$ cat src/rtl/rsc_pkg.sv
package rsc_pkg;
  localparam int NSRC         = 6;
  localparam int SRC_PWRUP    = 0;
  localparam int SRC_WDOG     = 1;
  localparam int SRC_HALT     = 2;
  localparam int SRC_PIN      = 3;
  localparam int SRC_CLKLOSS  = 4;
  localparam int SRC_TEST     = 5;

  typedef logic [NSRC-1:0] src_vec_t;

  // sources that bypass the bus-idle gate
  localparam src_vec_t ASYNC_SET   = 6'b000111;
  // sources that also drive the clock-domain line
  localparam src_vec_t CLKLINE_SET = 6'b011111;
endpackage

$ cat src/rtl/rsc_arb.sv
module rsc_arb
  import rsc_pkg::*;
(
  input  src_vec_t req_i,
  input  logic     bus_idle_i,
  output src_vec_t pick_o,
  output logic     take_o,
  output logic     async_o,
  output logic     need_clk_o
);
  src_vec_t acc;

  always_comb begin
    // synchronous sources wait for the bus to finish its write
    acc        = (req_i & ASYNC_SET) | (req_i & ~ASYNC_SET & {NSRC{bus_idle_i}});
    // lowest index has highest priority
    pick_o     = acc & (~acc + src_vec_t'(1));
    take_o     = |acc;
    async_o    = |(req_i & ASYNC_SET);
    need_clk_o = |(acc & CLKLINE_SET);
  end
endmodule

$ cat src/rtl/rsc_sync.sv
module rsc_sync #(
  parameter int STAGES = 2
) (
  input  logic clk,
  input  logic arst_n,
  output logic rel_n
);
  logic [STAGES-1:0] sh_q;
  logic [STAGES-1:0] sh_d;

  always_comb sh_d = {sh_q[STAGES-2:0], 1'b1};

  always_ff @(posedge clk or negedge arst_n) begin
    if (!arst_n) sh_q <= '0;
    else         sh_q <= sh_d;
  end

  assign rel_n = sh_q[STAGES-1];
endmodule

$ cat src/rtl/rsc_hold.sv
module rsc_hold #(
  parameter int HOLD = 16
) (
  input  logic clk,
  input  logic rel_n,
  input  logic take_i,
  input  logic need_clk_i,
  output logic mst_o,
  output logic clkd_o,
  output logic load_o
);
  localparam int            CW     = $clog2(HOLD + 1);
  localparam logic [CW-1:0] HOLD_C = CW'(HOLD);

  logic [CW-1:0] cnt_q, cnt_d;
  logic          mst_q, mst_d;
  logic          clk_q, clk_d;

  always_comb begin
    cnt_d  = cnt_q;
    mst_d  = mst_q;
    clk_d  = clk_q;
    load_o = 1'b0;
    if (take_i) begin
      mst_d = 1'b1;
      clk_d = clk_q | need_clk_i;
      cnt_d = HOLD_C;
    end else if (cnt_q != '0) begin
      cnt_d = cnt_q - 1'b1;
      if (cnt_q == CW'(1)) begin
        mst_d  = 1'b0;
        clk_d  = 1'b0;
        load_o = 1'b1;
      end
    end
  end

  always_ff @(posedge clk or negedge rel_n) begin
    if (!rel_n) begin
      cnt_q <= HOLD_C;
      mst_q <= 1'b1;
      clk_q <= 1'b1;
    end else begin
      cnt_q <= cnt_d;
      mst_q <= mst_d;
      clk_q <= clk_d;
    end
  end

  assign mst_o  = mst_q;
  assign clkd_o = clk_q;
endmodule

$ cat src/rtl/rsc_cfg.sv
module rsc_cfg #(
  parameter int W = 14
) (
  input  logic         clk,
  input  logic         rst_n,
  input  logic         load_i,
  input  logic [W-1:0] mode_i,
  output logic [W-1:0] cfg_o
);
  logic [W-1:0] cfg_q, cfg_d;

  always_comb cfg_d = load_i ? mode_i : cfg_q;

  always_ff @(posedge clk or negedge rst_n) begin
    if (!rst_n) cfg_q <= '1;
    else        cfg_q <= cfg_d;
  end

  assign cfg_o = cfg_q;
endmodule

$ cat src/rtl/reset_source_ctrl.sv
module reset_source_ctrl
  import rsc_pkg::*;
#(
  parameter int DW          = 12,
  parameter int HOLD        = 16,
  parameter int SYNC_STAGES = 2
) (
  input  logic          clk,
  input  logic          rst_n,
  input  logic          pwrup_req,
  input  logic          wdog_req,
  input  logic          halt_req,
  input  logic          pin_req,
  input  logic          clkloss_req,
  input  logic          test_req,
  input  logic          bus_idle,
  input  logic [DW-1:0] mode_data,
  input  logic          mode_clk,
  input  logic          mode_bkpt,
  output logic          mst_rst,
  output logic          clk_rst,
  output logic          ext_rst,
  output logic [DW-1:0] cfg_data,
  output logic          cfg_clk,
  output logic          cfg_bkpt,
  output logic [5:0]    cause
);
  localparam int CFGW = DW + 2;

  src_vec_t        req, pick, cause_q, cause_d;
  logic            take, any_async, need_clk, arst_n, rel_n, load;
  logic            mst_w, clk_w;
  logic [CFGW-1:0] cfg_w;

  always_comb begin
    req               = '0;
    req[SRC_PWRUP]    = pwrup_req;
    req[SRC_WDOG]     = wdog_req;
    req[SRC_HALT]     = halt_req;
    req[SRC_PIN]      = pin_req;
    req[SRC_CLKLOSS]  = clkloss_req;
    req[SRC_TEST]     = test_req;
  end

  rsc_arb u_arb (
    .req_i      (req),
    .bus_idle_i (bus_idle),
    .pick_o     (pick),
    .take_o     (take),
    .async_o    (any_async),
    .need_clk_o (need_clk)
  );

  assign arst_n = rst_n & ~any_async;

  rsc_sync #(.STAGES(SYNC_STAGES)) u_sync (
    .clk    (clk),
    .arst_n (arst_n),
    .rel_n  (rel_n)
  );

  rsc_hold #(.HOLD(HOLD)) u_hold (
    .clk        (clk),
    .rel_n      (rel_n),
    .take_i     (take),
    .need_clk_i (need_clk),
    .mst_o      (mst_w),
    .clkd_o     (clk_w),
    .load_o     (load)
  );

  rsc_cfg #(.W(CFGW)) u_cfg (
    .clk    (clk),
    .rst_n  (rst_n),
    .load_i (load),
    .mode_i ({mode_bkpt, mode_clk, mode_data}),
    .cfg_o  (cfg_w)
  );

  always_comb cause_d = take ? pick : cause_q;

  always_ff @(posedge clk or negedge rst_n) begin
    if (!rst_n) cause_q <= src_vec_t'(1) << SRC_PWRUP;
    else        cause_q <= cause_d;
  end

  assign mst_rst  = mst_w;
  assign ext_rst  = mst_w;
  assign clk_rst  = clk_w;
  assign cfg_data = cfg_w[DW-1:0];
  assign cfg_clk  = cfg_w[DW];
  assign cfg_bkpt = cfg_w[DW+1];
  assign cause    = cause_q;
endmodule

$ cat config.mk
export PLATFORM = sky130hd
export DESIGN_NAME = reset_source_ctrl
export DESIGN_NICKNAME = d
export VERILOG_FILES = /design/src/rtl/rsc_pkg.sv /design/src/rtl/rsc_arb.sv /design/src/rtl/rsc_sync.sv /design/src/rtl/rsc_hold.sv /design/src/rtl/rsc_cfg.sv /design/src/rtl/reset_source_ctrl.sv
export SDC_FILE = /design/constraint.sdc
export NUM_CORES = 1
export LEC_CHECK = 0
export ABC_CLOCK_PERIOD_IN_PS = 1000
export BUFFER_PORTS_ARGS = -buffer_cell sky130_fd_sc_hd__buf_2
export CAP_MARGIN = 40
export CORE_AREA = 4 4 66 68
export CTS_CLUSTER_DIAMETER = 60
export DETAILED_ROUTE_END_ITERATION = 8
export DIE_AREA = 0 0 70 72
export HOLD_SLACK_MARGIN = 0.05
export PLACE_DENSITY = 0.6
export SLEW_MARGIN = 20
export SYNTH_ARGS = -nofsm -noshare
export SYNTH_HDL_FRONTEND = slang
export SYNTH_SLANG_ARGS = --single-unit
$ cat constraint.sdc
create_clock -name clk -period 1 [get_ports clk]
set_clock_uncertainty 0.05 [all_clocks]
set_input_delay 0.1 -clock clk [delete_from_list [all_inputs] [get_ports clk]]
set_output_delay 0.1 -clock clk [all_outputs]
set_load 0.05 [all_outputs]
# --- Yosys cells after proc, flatten, opt, wreduce, memory -nomap -nowiden ---
# Index checks and enable logic that the tools add are counted.
classes:
  addsub: 2
  eq_ne: 1
  n_mux: 9
  n_bitwise: 7
  reduce_logical: 7
ops:
  columns: ["operator", "count"]
  rows:
  - ["$and 6x6->6", 2]
  - ["$mux 5", 2]
  - ["$mux 1", 7]
  - ["$add 6x1->6 const B", 1]
  - ["$not 6->6", 1]
  - ["$or 3x6->6", 1]
  - ["$reduce_or 6->1", 1]
  - ["$eq 5x1->1 const B", 1]
  - ["$reduce_bool 5->1", 1]
  - ["$reduce_or 5->1", 1]
  - ["$sub 5x1->5 const B", 1]
  - ["$reduce_bool 2->1", 2]
  - ["$reduce_or 3->1", 1]
  - ["$reduce_and 2->1", 1]
  - ["$and 1x1->1", 1]
  - ["$not 1->1", 1]
  - ["$or 1x1->1", 1]
word_totals:
  regBits: 29

# --- Depth between registers and ports, before layout ---
logic_depth:
  word_depth: 5
  ltp_mapped: 7
  ltp_nobuf: 6

# --- By module ---
# A second synthesis with hierarchy kept.
unflattened:
  cells_unflattened: 93
  area_unflattened_um2: 1296.2
by_module_without_submodules:
  columns: ["module", "instances", "cells_per_inst", "area_per_inst_um2", "seq_area_each_um2"]
  rows:
  - ["rsc_cfg", 1, 29, 536.8, 367.9]
  - ["rsc_hold", 1, 34, 349.1, 178.9]
  - ["reset_source_ctrl", 1, 15, 266.5, 151.4]
  - ["rsc_arb", 1, 12, 90.1, 0.0]
  - ["rsc_sync", 1, 3, 53.8, 50.0]

# --- Worst setup path before layout ---
# No wires, ideal clock.
synth_path:
  path_kind: "flip-flop to flip-flop"
  startpoint: "register u_hold.cnt_q[0]"
  endpoint: "register u_cfg.cfg_q[10] (netlist: u_cfg.cfg_o[10])"
  arrival_ps: 1519
  t_required_ps: 868
  setup_slack_ps: -652
  path_stages_with_launch: 8
  n_path_buf: 1
  cell_sequence: "dfrtp_1 > inv_1 > ha_1 > nor2_1 > nand3_2 > nor2_8 > buf_12 > mux2_4"
synth_via:
  elab_chain_len: 4
synth_lines:
  columns: ["item", "line_no", "text"]
  rows:
  - ["from (decl)", "rsc_hold.sv:15", "logic [CW-1:0] cnt_q, cnt_d;"]
  - ["from (signal assigned)", "rsc_hold.sv:44", "cnt_q <= cnt_d;"]
  - ["$eq 5x1->1", "rsc_hold.sv:30", "if (cnt_q == CW'(1)) begin"]
  - ["$mux 1", "rsc_hold.sv:30", null]
  - ["$mux 1 *", "rsc_hold.sv:28", "end else if (cnt_q != '0) begin"]
  - ["$mux 1 *", "rsc_hold.sv:24", "if (take_i) begin"]
  - ["to (signal assigned)", "rsc_cfg.sv:16", "else cfg_q <= cfg_d;"]
  - ["to (decl)", "rsc_cfg.sv:10", "logic [W-1:0] cfg_q, cfg_d;"]
# Every way passes the cells marked *; elsewhere a longest branch is shown, timed or not.
# A chain may end at the register's enable or synchronous reset.

# --- Worst setup path after layout ---
layout_path:
  startpoint: "register u_hold.cnt_q[1]"
  endpoint: "register u_cfg.cfg_q[1] (netlist: u_cfg.cfg_o[1])"
# The elaborated chain is that of the path after synthesis.

==> qor.yml <==
status: "complete, but fails checks"
violations: "setup timing"
port-buffer-count: 45
grt.met2_usage: 0.257
drt-pass1-iter-count: 4
crit_path_end_kind: "flop"
drive_above_1_share: 0.691
clock-root-buffer: "sky130_fd_sc_hd__clkbuf_8"
synth_top_cell_by_area: "sky130_fd_sc_hd__dfstp_2"
setup_repair_after_global_routing_missed_its_margin: "yes"
drc: 0
syn-instance-count: 95
fin_crit_ps: 1550
die_area_um2: 5040
final.fill_count: 307
grtUsageTotal: 0.143
fin_area_um2: 2340
yosys_cell_types: 30
grt.met1_usage: 0.162
syn-mean-instance-area_um2: 13.6
net_count_after_synthesis: 120
chipHeight_um: 72
detail_route.vias_per_cell: 4.54
gp_congestion: 0.785
setup.worst_path.start_class: "flop"
initialDrtViolationCount: 19
worstPathRequired_ps: 1150
routed_wirelength_um: 3400
slew_viol_final: 0
floorplan.rows: 23
setup.worst_path.class: "reg2reg"
ys_seq_elements: 29
cts_inserted_buffers: 5
crit_arrival_ps: 1710
drtAntennaViolNets: 0
worstHoldPathType: "reg2async"
io_pins: 46
synth.top_cell.area_share: 0.367
path_clk_slew_ps: 60
max_capacitance_violation_count: 0
antennaDiodeCount: 0
hold_viol: 0
grt_busiest_layer: "met2"
detailroute.via_count: 1094
fp.dieW_um: 70
setup_violations: 39
areaGrowthSynthToFinish_pct: 81.9
cts.sink_count: 29
area_of_the_mapped_netlist_um2: 1290
pin_count_of_the_biggest_net_entering_global_routing: 19
cts_htree_levels: 2
crit_path_max_fanout: 9
fmaxAchievable_ghz: 0.645
cts.path.max_buffers: 2
portion_of_the_post_synthesis_area_used_by_sequential_elements: 0.581
grt-ovfl-total: 0
area_of_the_multi_input_gates_um2: 594
num-nets-final: 215
final.setup.worst_slack_ps: -551
fin_total_pwr_uw: 2560
synth_top_cells_by_area: "sky130_fd_sc_hd__dfstp_2 37%, sky130_fd_sc_hd__dfrtp_1 21%, sky130_fd_sc_hd__mux2_4 12%"
power.ir.vdd_worst_mv: 0.899
grt.met3_usage: 0.0485
post_drt_wl_per_cell_um: 14.1
p_leak_uw: 0.00110
placeable_core_area_um2: 3860
cts_tree: "yes"
grt_first_pass_wirelength_um: 5640
number_of_global_route_vias_before_repair: 1213
detailed_place_hpwl_um: 2050
detailed_place.area_um2: 1740
clk_latency_ps: 280
cellPowerDensity_nw_per_um2: 1090
initial_utilization: 0.334
reg_to_reg_slack_setup_ps: -550
yosysWarnings: 0
post-route-period-util: 1.55
grt_antenna_before_repair: 0
tns_ps: -11540
sequential_cell_area_um2: 749
critical path, stage by stage (launching register included):
cell,delay (ps)
sky130_fd_sc_hd__dfrtp_1,360
sky130_fd_sc_hd__inv_2,70
sky130_fd_sc_hd__ha_4,170
sky130_fd_sc_hd__nor2_4,120
sky130_fd_sc_hd__nand3_4,110
sky130_fd_sc_hd__nor2_8,110
sky130_fd_sc_hd__buf_12,150
sky130_fd_sc_hd__mux2_2,330
cells in the final DEF (no fill, tap or decap), drive strengths merged:
master | netlist | layout
nand2 | 9 | 9
dfstp | 18 | 18
nor2 | 9 | 9
xnor2 | 1 | 1
a211oi | 1 | 1
a21oi | 5 | 5
or3 | 1 | 1
o21ai | 2 | 2
and2 | 1 | 1
a32oi | 1 | 1
buf | 2 | 74
dlygate4sd3 | 0 | 16
nor2b | 3 | 3
ha | 2 | 2
nand3 | 2 | 2
nand4 | 1 | 1
nand3b | 1 | 1
dfrtp | 11 | 11
a21o | 2 | 2
a22o | 2 | 2
clkinv | 0 | 2
nand2b | 1 | 1
inv | 3 | 3
nor3 | 2 | 2
clkbuf | 0 | 6
mux2 | 14 | 14
conb | 1 | 1
synth_stat cells, drive strengths merged:
library cell	instances
a21o	2
inv	3
a22o	2
xnor2	1
and2	1
ha	2
mux2	14
nand3	2
buf	2
nor2b	3
a32oi	1
dfrtp	11
nand2	9
a21oi	5
nand2b	1
conb	1
o21ai	2
a211oi	1
nor2	9
nand3b	1
dfstp	18
nand4	1
or3	1
nor3	2
layout make-up:
type	count	share of cell area
multi-input combinational	61	0.254
tap	50	0.0267
timing repair buffer	90	0.360
clock inverter	2	0.00427
clock buffer	6	0.0310
inverter	3	0.00481
sequential	29	0.320
what timing repair did:
item | 4_1_cts | 5_1_grt
setup endpoints to repair | 43 | 43
hold endpoints to repair | 32 | 0
gates resized for setup | 74 | 8
setup buffers | 5 | 3
hold buffers | 16 | 0
pin swaps | 4 | 6
through the flow:
step / instances / util / setup slack [ps] / hold slack, ps
floorplan: 95 / - / -555 / -246
global placement: 209 / 0.450 / -590 / -7.46
detailed placement: 209 / 0.450 / -639 / -5.44
CTS: 238 / 0.593 / -522 / 84.8
global route: 241 / 0.607 / -602 / 111
finish: 241 / 0.607 / -551 / 71.9
power by group:
| group | total, uW | internal [uW] | switching [uW] |
|---|---|---|---|
| clock | 898 | 480 | 418 |
| sequential | 1240 | 1220 | 25.9 |
| combinational | 417 | 218 | 199 |
metal layers:
| metal | vias to the layer above | part of all wire |
|---|---|---|
| li1 | 517 | - |
| met1 | 539 | 0.38 |
| met2 | 35 | 0.56 |
| met3 | 3 | 0.053 |
| met4 | 0 | 0.0094 |
| met5 | - | 0 |
state kept, by name, summed over array words and instances (netlist names):
signal,flops
u_cfg.cfg_o,14
u_hold.cnt_q,5
cause,6
u_sync.sh_q,2
u_hold.clkd_o,1
u_hold.mst_o,1
worst paths after layout:
path,startpoint,to,cells after the start
worst min register to register,u_sync.sh_q[1],u_hold.cnt_q[0],0
max in group asynchronous,wdog_req,u_sync.sh_q[1],5
worst min-delay path,u_sync.sh_q[1],u_hold.cnt_q[0],0
min in group clk,pwrup_req,cause[0],3
worst max register to register,u_hold.cnt_q[1],u_cfg.cfg_o[1],7
worst max-delay path,u_hold.cnt_q[1],u_cfg.cfg_o[1],7
cell families (layout without fill, tap and decap cells):
family,count (synthesis),after routing,synth area share
xor gates and xnor gates,1,1,0.00680
other,1,1,0.00291
DFF,29,29,0.581
and+or+nand+nor,30,30,0.143
AOI/OAI and AO/OA,13,13,0.0651
muxes,14,14,0.152
buffers and inverters,5,101,0.0301
adders and majority gates,2,2,0.0194
No activity file was read; power rests on OpenSTA's default activity.
